`src/rtl/uwr_pkg.sv`:
```
package uwr_pkg;

    localparam int unsigned WORD_W = 16;

    typedef enum logic [2:0] {
        ST_WAIT = 3'd0,
        ST_CODE = 3'd1,
        ST_ADDR = 3'd2,
        ST_DATA = 3'd3,
        ST_SKIP = 3'd4
    } rd_state_e;

endpackage

```
`src/rtl/uwr_sk_edge.sv`:
```
module uwr_sk_edge (
    input  logic clk,
    input  logic rst_n,
    input  logic sk_i,
    output logic rise_o
);
    logic sk_q;

    always_ff @(posedge clk) begin
        if (!rst_n) sk_q <= 1'b0;
        else        sk_q <= sk_i;
    end

    assign rise_o = sk_i & ~sk_q;
endmodule

```
`src/rtl/uwr_regfile.sv`:
```
module uwr_regfile #(
    parameter int unsigned AW = 6,
    parameter int unsigned DW = 16
) (
    input  logic          clk,
    input  logic          we_i,
    input  logic [AW-1:0] waddr_i,
    input  logic [DW-1:0] wdata_i,
    input  logic [AW-1:0] raddr_i,
    output logic [DW-1:0] rdata_o
);
    localparam int unsigned DEPTH = 1 << AW;

    logic [DW-1:0] mem_q [DEPTH];

    always_ff @(posedge clk) begin
        if (we_i) mem_q[waddr_i] <= wdata_i;
    end

    assign rdata_o = mem_q[raddr_i];
endmodule

```
`src/rtl/uwire_rd_resp.sv`:
```
module uwire_rd_resp #(
    parameter int unsigned FLD_W = 6,
    parameter int unsigned ARR_W = 6
) (
    input  logic                       clk,
    input  logic                       rst_n,
    input  logic                       cs_i,
    input  logic                       sk_i,
    input  logic                       di_i,
    input  logic                       prev_wr_i,
    input  logic                       busy_i,
    input  logic                       bd_we_i,
    input  logic [ARR_W-1:0]           bd_addr_i,
    input  logic [uwr_pkg::WORD_W-1:0] bd_data_i,
    output logic                       do_o,
    output logic                       do_oe_o
);
    import uwr_pkg::*;

    localparam int unsigned CNT_W = $clog2(FLD_W + 2);
    localparam int unsigned BI_W  = $clog2(WORD_W);
    localparam logic [CNT_W-1:0] LAST_ADDR = CNT_W'(FLD_W - 1);
    localparam logic [BI_W-1:0]  TOP_BIT   = BI_W'(WORD_W - 1);

    typedef struct packed {
        rd_state_e         st;
        logic [1:0]        code;
        logic [CNT_W-1:0]  cnt;
        logic [FLD_W-1:0]  sh;
        logic [ARR_W-1:0]  addr;
        logic [BI_W-1:0]   bidx;
        logic              dout;
        logic              oe;
    } ctl_t;

    ctl_t              ctl_d, ctl_q;
    logic              sk_rise;
    logic [WORD_W-1:0] rdata;
    logic [FLD_W-1:0]  sh_nxt;
    logic [1:0]        code_nxt;
    rd_state_e         st_q;

    uwr_sk_edge u_edge (
        .clk    (clk),
        .rst_n  (rst_n),
        .sk_i   (sk_i),
        .rise_o (sk_rise)
    );

    uwr_regfile #(.AW(ARR_W), .DW(WORD_W)) u_rf (
        .clk     (clk),
        .we_i    (bd_we_i),
        .waddr_i (bd_addr_i),
        .wdata_i (bd_data_i),
        .raddr_i (ctl_q.addr),
        .rdata_o (rdata)
    );

    assign sh_nxt   = {ctl_q.sh[FLD_W-2:0], di_i};
    assign code_nxt = {ctl_q.code[0], di_i};

    always_comb begin
        ctl_d = ctl_q;
        if (!cs_i) begin
            ctl_d.st   = ST_WAIT;
            ctl_d.cnt  = '0;
            ctl_d.oe   = 1'b0;
            ctl_d.dout = 1'b0;
        end else begin
            unique case (ctl_q.st)
                ST_WAIT: begin
                    ctl_d.oe   = prev_wr_i;
                    ctl_d.dout = ~busy_i;
                    if (sk_rise && di_i) begin
                        ctl_d.st   = ST_CODE;
                        ctl_d.cnt  = '0;
                        ctl_d.oe   = 1'b0;
                        ctl_d.dout = 1'b0;
                    end
                end
                ST_CODE: begin
                    if (sk_rise) begin
                        ctl_d.code = code_nxt;
                        ctl_d.cnt  = ctl_q.cnt + 1'b1;
                        if (ctl_q.cnt[0]) begin
                            ctl_d.cnt = '0;
                            ctl_d.st  = (code_nxt == 2'b10) ? ST_ADDR : ST_SKIP;
                        end
                    end
                end
                ST_ADDR: begin
                    if (sk_rise) begin
                        ctl_d.sh = sh_nxt;
                        if (ctl_q.cnt == LAST_ADDR) begin
                            ctl_d.st   = ST_DATA;
                            ctl_d.addr = sh_nxt[ARR_W-1:0];
                            ctl_d.bidx = TOP_BIT;
                            ctl_d.oe   = 1'b1;
                            ctl_d.dout = 1'b0;
                        end else begin
                            ctl_d.cnt = ctl_q.cnt + 1'b1;
                        end
                    end
                end
                ST_DATA: begin
                    if (sk_rise) begin
                        ctl_d.dout = rdata[ctl_q.bidx];
                        if (ctl_q.bidx == '0) begin
                            ctl_d.bidx = TOP_BIT;
                            ctl_d.addr = ctl_q.addr + 1'b1;
                        end else begin
                            ctl_d.bidx = ctl_q.bidx - 1'b1;
                        end
                    end
                end
                default: begin
                    ctl_d.oe = 1'b0;
                end
            endcase
        end
    end

    always_ff @(posedge clk) begin
        if (!rst_n) begin
            ctl_q      <= '0;
            ctl_q.st   <= ST_WAIT;
        end else begin
            ctl_q <= ctl_d;
        end
    end

    assign st_q    = ctl_q.st;
    assign do_o    = ctl_q.dout;
    assign do_oe_o = ctl_q.oe;
endmodule

```
`config.mk`:
```
export PLATFORM = sky130hd
export DESIGN_NAME = uwire_rd_resp
export DESIGN_NICKNAME = d
export VERILOG_FILES = /design/src/rtl/uwr_pkg.sv /design/src/rtl/uwr_sk_edge.sv /design/src/rtl/uwr_regfile.sv /design/src/rtl/uwire_rd_resp.sv
export SDC_FILE = /design/constraint.sdc
export NUM_CORES = 1
export LEC_CHECK = 0
export ABC_AREA = 1
export BUFFER_PORTS_ARGS = -buffer_cell sky130_fd_sc_hd__buf_2
export CORE_UTILIZATION = 30
export DETAILED_ROUTE_END_ITERATION = 10
export GPL_ROUTABILITY_DRIVEN = 0
export HOLD_SLACK_MARGIN = 0.1
export SYNTH_ARGS = -nofsm -noshare
export SYNTH_HDL_FRONTEND = slang
export SYNTH_SLANG_ARGS = --single-unit
export TNS_END_PERCENT = 20
```
`constraint.sdc`:
```
create_clock -name clk -period 8.74 [get_ports clk]
set_clock_uncertainty 0.05 [all_clocks]
set_input_delay 0.437 -clock clk [delete_from_list [all_inputs] [get_ports clk]]
set_output_delay 0.437 -clock clk [all_outputs]
set_load 0.01 [all_outputs]
```
Word level (Yosys, flattened, before mapping)
Memories as Yosys holds them, arrays and structs flattened. A register that Yosys moved wholly into a read port is not among the register bits.
Index checks and enable logic that the tools add are counted.

storage, ports and cells
  word-level logic and storage cells = 73
  register bits after elaboration = 27
  memories kept = 1
  memory bits (writable) = 1024

operators by class
  multiplexer cells = 26
  equality and inequality tests = 13
  reduce and logical (&&, ||, !) cells = 16
  bitwise logic cells = 4
  magnitude comparators = 1
  add/subtract/negate cells = 3

memories
  memory      words  width  rd ports  clocked after memory_dff  wr ports  RTL line           source
  u_rf.mem_q  64     16     1         1                         1         uwr_regfile.sv:14  logic [DW-1:0] mem_q [DEPTH];

operators by type and width
  cell                                                 count
  2-to-1 mux 3 bit                                     8
  2-to-1 mux 21 bit                                    1
  case mux 10 bit (2 select lines)                     1
  2-to-1 mux 6 bit                                     3
  case mux 3 bit (3 select lines)                      2
  != test 2 bit (second input constant)                8
  2-to-1 mux 12 bit                                    1
  AND reduction 6 bit                                  2
  2-to-1 mux 11 bit                                    1
  AND reduction 5 bit                                  2
  AND reduction 3 bit                                  3
  2-to-1 mux 8 bit                                     1
  adder 6 x 1 -> 6 bit (second input constant)         1
  == test 3 x 2 -> 1 bit (second input constant)       2
  case mux 1 bit (3 select lines)                      2
  nonzero test 3 bit                                   2
  < comparator 4 x 5 -> 1 bit (second input constant)  1
  binary-select mux 1 bit (select 4 bit)               1
  logical NOT 4 bit                                    1
  2-to-1 mux 4 bit                                     1
  AND reduction 4 bit                                  1
  subtractor 4 x 1 -> 4 bit (second input constant)    1
  adder 3 x 1 -> 3 bit (second input constant)         1
  == test 3 x 1 -> 1 bit (second input constant)       1
  other kinds (11)                                     15

Longest topological paths before layout
  depth after elaboration = 6
  mapped depth = 18
  depth with buffers taken out = 15

By module
A second synthesis with hierarchy kept.

unflattened totals
  cells, all modules = 3756
  area, all modules = 43356.6 sq um

modules (own cells, without submodules)
  module         seq. area each (sq um)  area an instance (sq um)  times used  cells an instance
  uwr_regfile    30749.5                 41778.8                   1           3501
  uwire_rd_resp  480.5                   1540.2                    1           250
  uwr_sk_edge    20.0                    37.5                      1           5

Worst setup path before layout
No wires, ideal clock.

  path type = input -> register
  start point = in bd_we_i
  end point = mem u_rf.mem_q[48][0] (enable)
  stages on the path = 3
  buffers on the path = 1
  data required time = 8.259 ns
  data arrival time = 2.561 ns
  slack = 5.699 ns
  cell sequence = clkbuf_1 > nand4_1 > nor4_1

between the ends
  longest elaborated chain between the ends = 2

ends and longest elaborated chain
  what                                    RTL line             source
  from (decl)                             uwire_rd_resp.sv:12  input logic bd_we_i,
  2-to-1 mux 1 bit                        uwr_regfile.sv:17    if (we_i) mem_q[waddr_i] <= wdata_i;
  2-to-1 mux 1 bit (not written as such)  uwr_regfile.sv:17
  to (decl)                               uwr_regfile.sv:14

Every way passes these cells.

==> flow_results.org <==
** Logic synthesis
- Number of enable-type register cells in the synthesized netlist :: 1024
- Top FF cell, synth :: edfxtp_1
- After synthesis the cells add up to 0.0428 mm^2.
- Fraction of registers with async set/reset :: 0
- By area the synthesized netlist is led by edfxtp_1, nand3_1, nand2_1.
- Synthesis produced 3599 cells.
- Post-synth cell types :: 36
- The number of nets in the synthesized netlist is 3634.
- The largest total area in the synthesized netlist belongs to edfxtp_1.
- Portion of synthesized cell area occupied by the leading cell type :: 0.718
- #FFs+latches synth :: 1055
- For this run, the register share of the synthesized area comes to 0.733.
- Count of synthesis-stage warnings from yosys :: 0
- Each instance of the synthesized netlist takes up on average 11.9 um^2.

** Power and ir drop
- Peak ir drop on the vdd network :: 167 uV
- P_leak :: 16.6 nW
- Total power density per cell area :: 221 mW/mm^2

** Floorplan
- The floorplan step set the die width to 380 um.
- The initialized floorplan defines 138 standard-cell rows.
- Starting Density :: 0.302
- Area inside the core boundary :: 0.142 mm^2
- Overall die area :: 0.144 mm^2
- The floorplan step set the die height to 380 um.
- During I/O placement, the number of pins put on the boundary was 32.

** Global route
- For this run the aggregate overflow at the end of global routing stands at 0.
- The via count of the first global-routing pass was 26269.
- Wire length of the first global-routing pass :: 173000 um
- For met2 alone, demand over resource in global routing was 0.250.
- Largest net degree at the start of global routing :: 200
- Global Route Usage Sum :: 0.157
- Layer with the highest usage after global routing :: met2
- For this run, global-route usage on met1 was measured as 0.222.
- Fraction of met3 tracks used by global routing :: 0.0263
- The number of antenna violations at the first check in global routing came to 4.

** Setup path
- Arrival time of data at the critical path endpoint :: 4.56 ns
- The critical path in this run is classified as flip-flop to flip-flop.
- STA classifies the critical path startpoint as a flip-flop.
- The critical path contains buffers and inverters numbering 2 combined.
- The worst setup path is captured at a flip-flop.
- List of cells traversed by the critical path :: inv_8, buf_4, nand3_1, nand3_1, nand3_1, nand3_1, nand3_1, nand2_1, nand2_1, nand3_1, nand2_1, nand3_1, nand2_1, nand2_1, a21oi_1
- Worst stage delay on the critical path :: 0.84 ns
- Most frequent CP cell :: nand3_1
- Required time of the worst setup path :: 9.23 ns
- Among cell families on the critical path, the largest total delay comes from simple AND/OR/NAND/NOR gates.
- The largest individual stage delay along the critical path comes from the cell buf_4.
- Along the worst path, the maximum fanout reaches 128.

** Drt
- Wires add up to 117000 um.
- DR iter-0 viols :: 3253
- Using the TritonRoute via totals, the vias-per-cell ratio works out to 4.99.
- Number of iterations in the first detailed-routing pass :: 7
- Across all layers, the routed design uses 27995 vias.
- DR DRC count :: 0
- The count of nets left with antenna violations once routing finished came out at 0.
- After detailed routing, the average wire length per cell comes to 20.9 um.

** Layout
- Commonest cells after routing, fill and taps aside :: nand2_1, edfxtp_1, nand3_1
- From synthesis to final layout, the design area changed by 13.5%.
- Leaving out fill and tap cells, the most frequent cell in the layout is nand2_1.
- Final #Nets :: 3663
- Number of fill cells :: 13855
- Of the cells placed in the final design, the portion with a size suffix greater than 1 is 0.0836.

** Outcome
- The flow ran to the end, and the final reports show no timing, DRC or antenna violations.

** Clock network
- Cts bufs inserted :: 109
- Clock network latency to the later pin of the worst-skew pair :: 0.70 ns
- After clock tree synthesis, the repair step resized 0 gates.
- Clock-pin slew was measured on the worst setup and hold paths at 0.06 ns.
- H-tree depth :: 3
- Sink Count :: 1055
- Clock root buffer :: clkbuf_16
- Buffers inserted to repair hold after CTS numbered 7.
- CTS tree :: yes
- Max Root-Sink Buffers :: 3
- Buffers added to address setup during post-CTS repair amount to 0.

** Timing
- Final number of hold-violating endpoints :: 0
- Slew Viols, Final :: 0
- Summed over all failing endpoints, the final setup total negative slack is 0 ns.
- Max Fclk :: 245 MHz
- At the pin with the least slew margin, the transition time is 1.22 ns.
- The smallest clock period supported by the final layout is computed as 4.08 ns.
- Final worst path period share :: 0.466
- The worst pin sits at a relative slew slack of 0.183.
- Final setup vio count :: 0
- Setup repair after global routing left no endpoint under its margin.
- Final Worst Setup Slack :: 4.66 ns

** Worst hold path
- The min-delay analysis places its worst path in the category input port to flip-flop.

** Run
- Max-cap violations :: 0

** Placement
- Once detailed placement completed, the half-perimeter wirelength came to 61700 um.
- At the placement stage, the worst setup path has a slack of 4.75 ns.
- Count of input and output buffers :: 31
-- kinds of logic (layout without fill, tap and decap cells) --
family | after synthesis | count (layout) | synth area share
xor+xnor | 1 | 1 | 0.000205
flops | 1055 | 1055 | 0.733
fa+ha+maj | 5 | 5 | 0.00146
other cells | 0 | 2 | 0
simple gates | 2194 | 2194 | 0.223
buf+inv | 272 | 391 | 0.0332
compound gates | 72 | 72 | 0.00952
-- report_power, final --
| group | total, W | switching (W) | internal, W |
|---|---|---|---|
| combinational | 0.000531 | 0.000413 | 0.000118 |
| clock | 0.00459 | 0.00194 | 0.00265 |
| sequential | 0.00560 | 0.0000170 | 0.00558 |
| total | 0.0107 | 0.00237 | 0.00835 |
-- layout make-up --
class	instances	area [um^2]	share of cell area
sequential	1055	31400	0.646
tap	1890	2360	0.0486
antenna	2	5.00	0.000103
inverter	46	199	0.00409
clock inverter	49	538	0.0111
multi-input combinational	2272	10100	0.207
clock buffer	152	2980	0.0613
timing repair buffer	144	1060	0.0218
-- sequential cells by signal, summed over array words and instances, names as in the netlist, named ones only --
name and count:
do_oe_o 1, u_rf.mem_q 1024, ctl_q 18, u_edge.sk_q 1, st_q 3, code_nxt 1
do_o 1
-- worst register-to-register path, cell delays in order, from the launching register on --
cell,delay (ns)
dfxtp_4,0.52
inv_8,0.76
buf_4,0.88
nand3_1,0.22
nand3_1,0.11
nand3_1,0.20
nand3_1,0.24
nand3_1,0.31
nand2_1,0.16
nand2_1,0.06
nand3_1,0.08
nand2_1,0.07
nand3_1,0.09
nand2_1,0.07
nand2_1,0.07
a21oi_1,0.06
-- Yosys cell counts (2+ instances only) --
master    count
nand2_1    1067
edfxtp_1   1024
nand3_1     989
buf_2       119
nor2_1      109
inv_1        41
buf_4        36
clkbuf_1     31
dfxtp_1      31
o21ai_0      27
buf_1        25
a21oi_1      23
buf_6        15
nand4_1       9
nor4_1        9
ha_1          5
a211oi_1      4
a31oi_1       4
o22ai_1       4
a221oi_1      3
inv_2         3
nor2_2        3
nor3_1        3
a311oi_1      2
o21ai_1       2
-- per-stage QoR --
step                      power [W]  instances  utilization  area (um^2)  hold WS (ns)
after floorplan             0.00599       3599            -        42800         0.407
after global placement      0.00623       5400        0.318        45000         0.424
after detailed placement    0.00623       5400        0.318        45000         0.436
after CTS                    0.0108       5608        0.343        48600         0.158
after global routing         0.0110       5609        0.343        48600         0.187
final                        0.0107       5610        0.343        48600         0.203
-- path summary, 6_finish.rpt --
| kind | start | endpoint | slack, ns | cells after the start |
|---|---|---|---|---|
| setup / recovery | flip-flop | do_o | 4.66 | 15 |
| hold / removal | bd_addr_i[0] | u_rf.mem_q[48][12] | 0.20 | 2 |
| setup reg to reg | flip-flop | do_o | 4.66 | 15 |
| hold reg to reg | do_oe_o | do_oe_o | 0.43 | 2 |
-- metal layers --
metal	wire, um	vias to the layer above
met5	27	-
met4	2720	4
met2	54800	1094
li1	-	12896
met1	50700	13826
met3	8800	175
No activity file was read; power rests on OpenSTA's default activity.
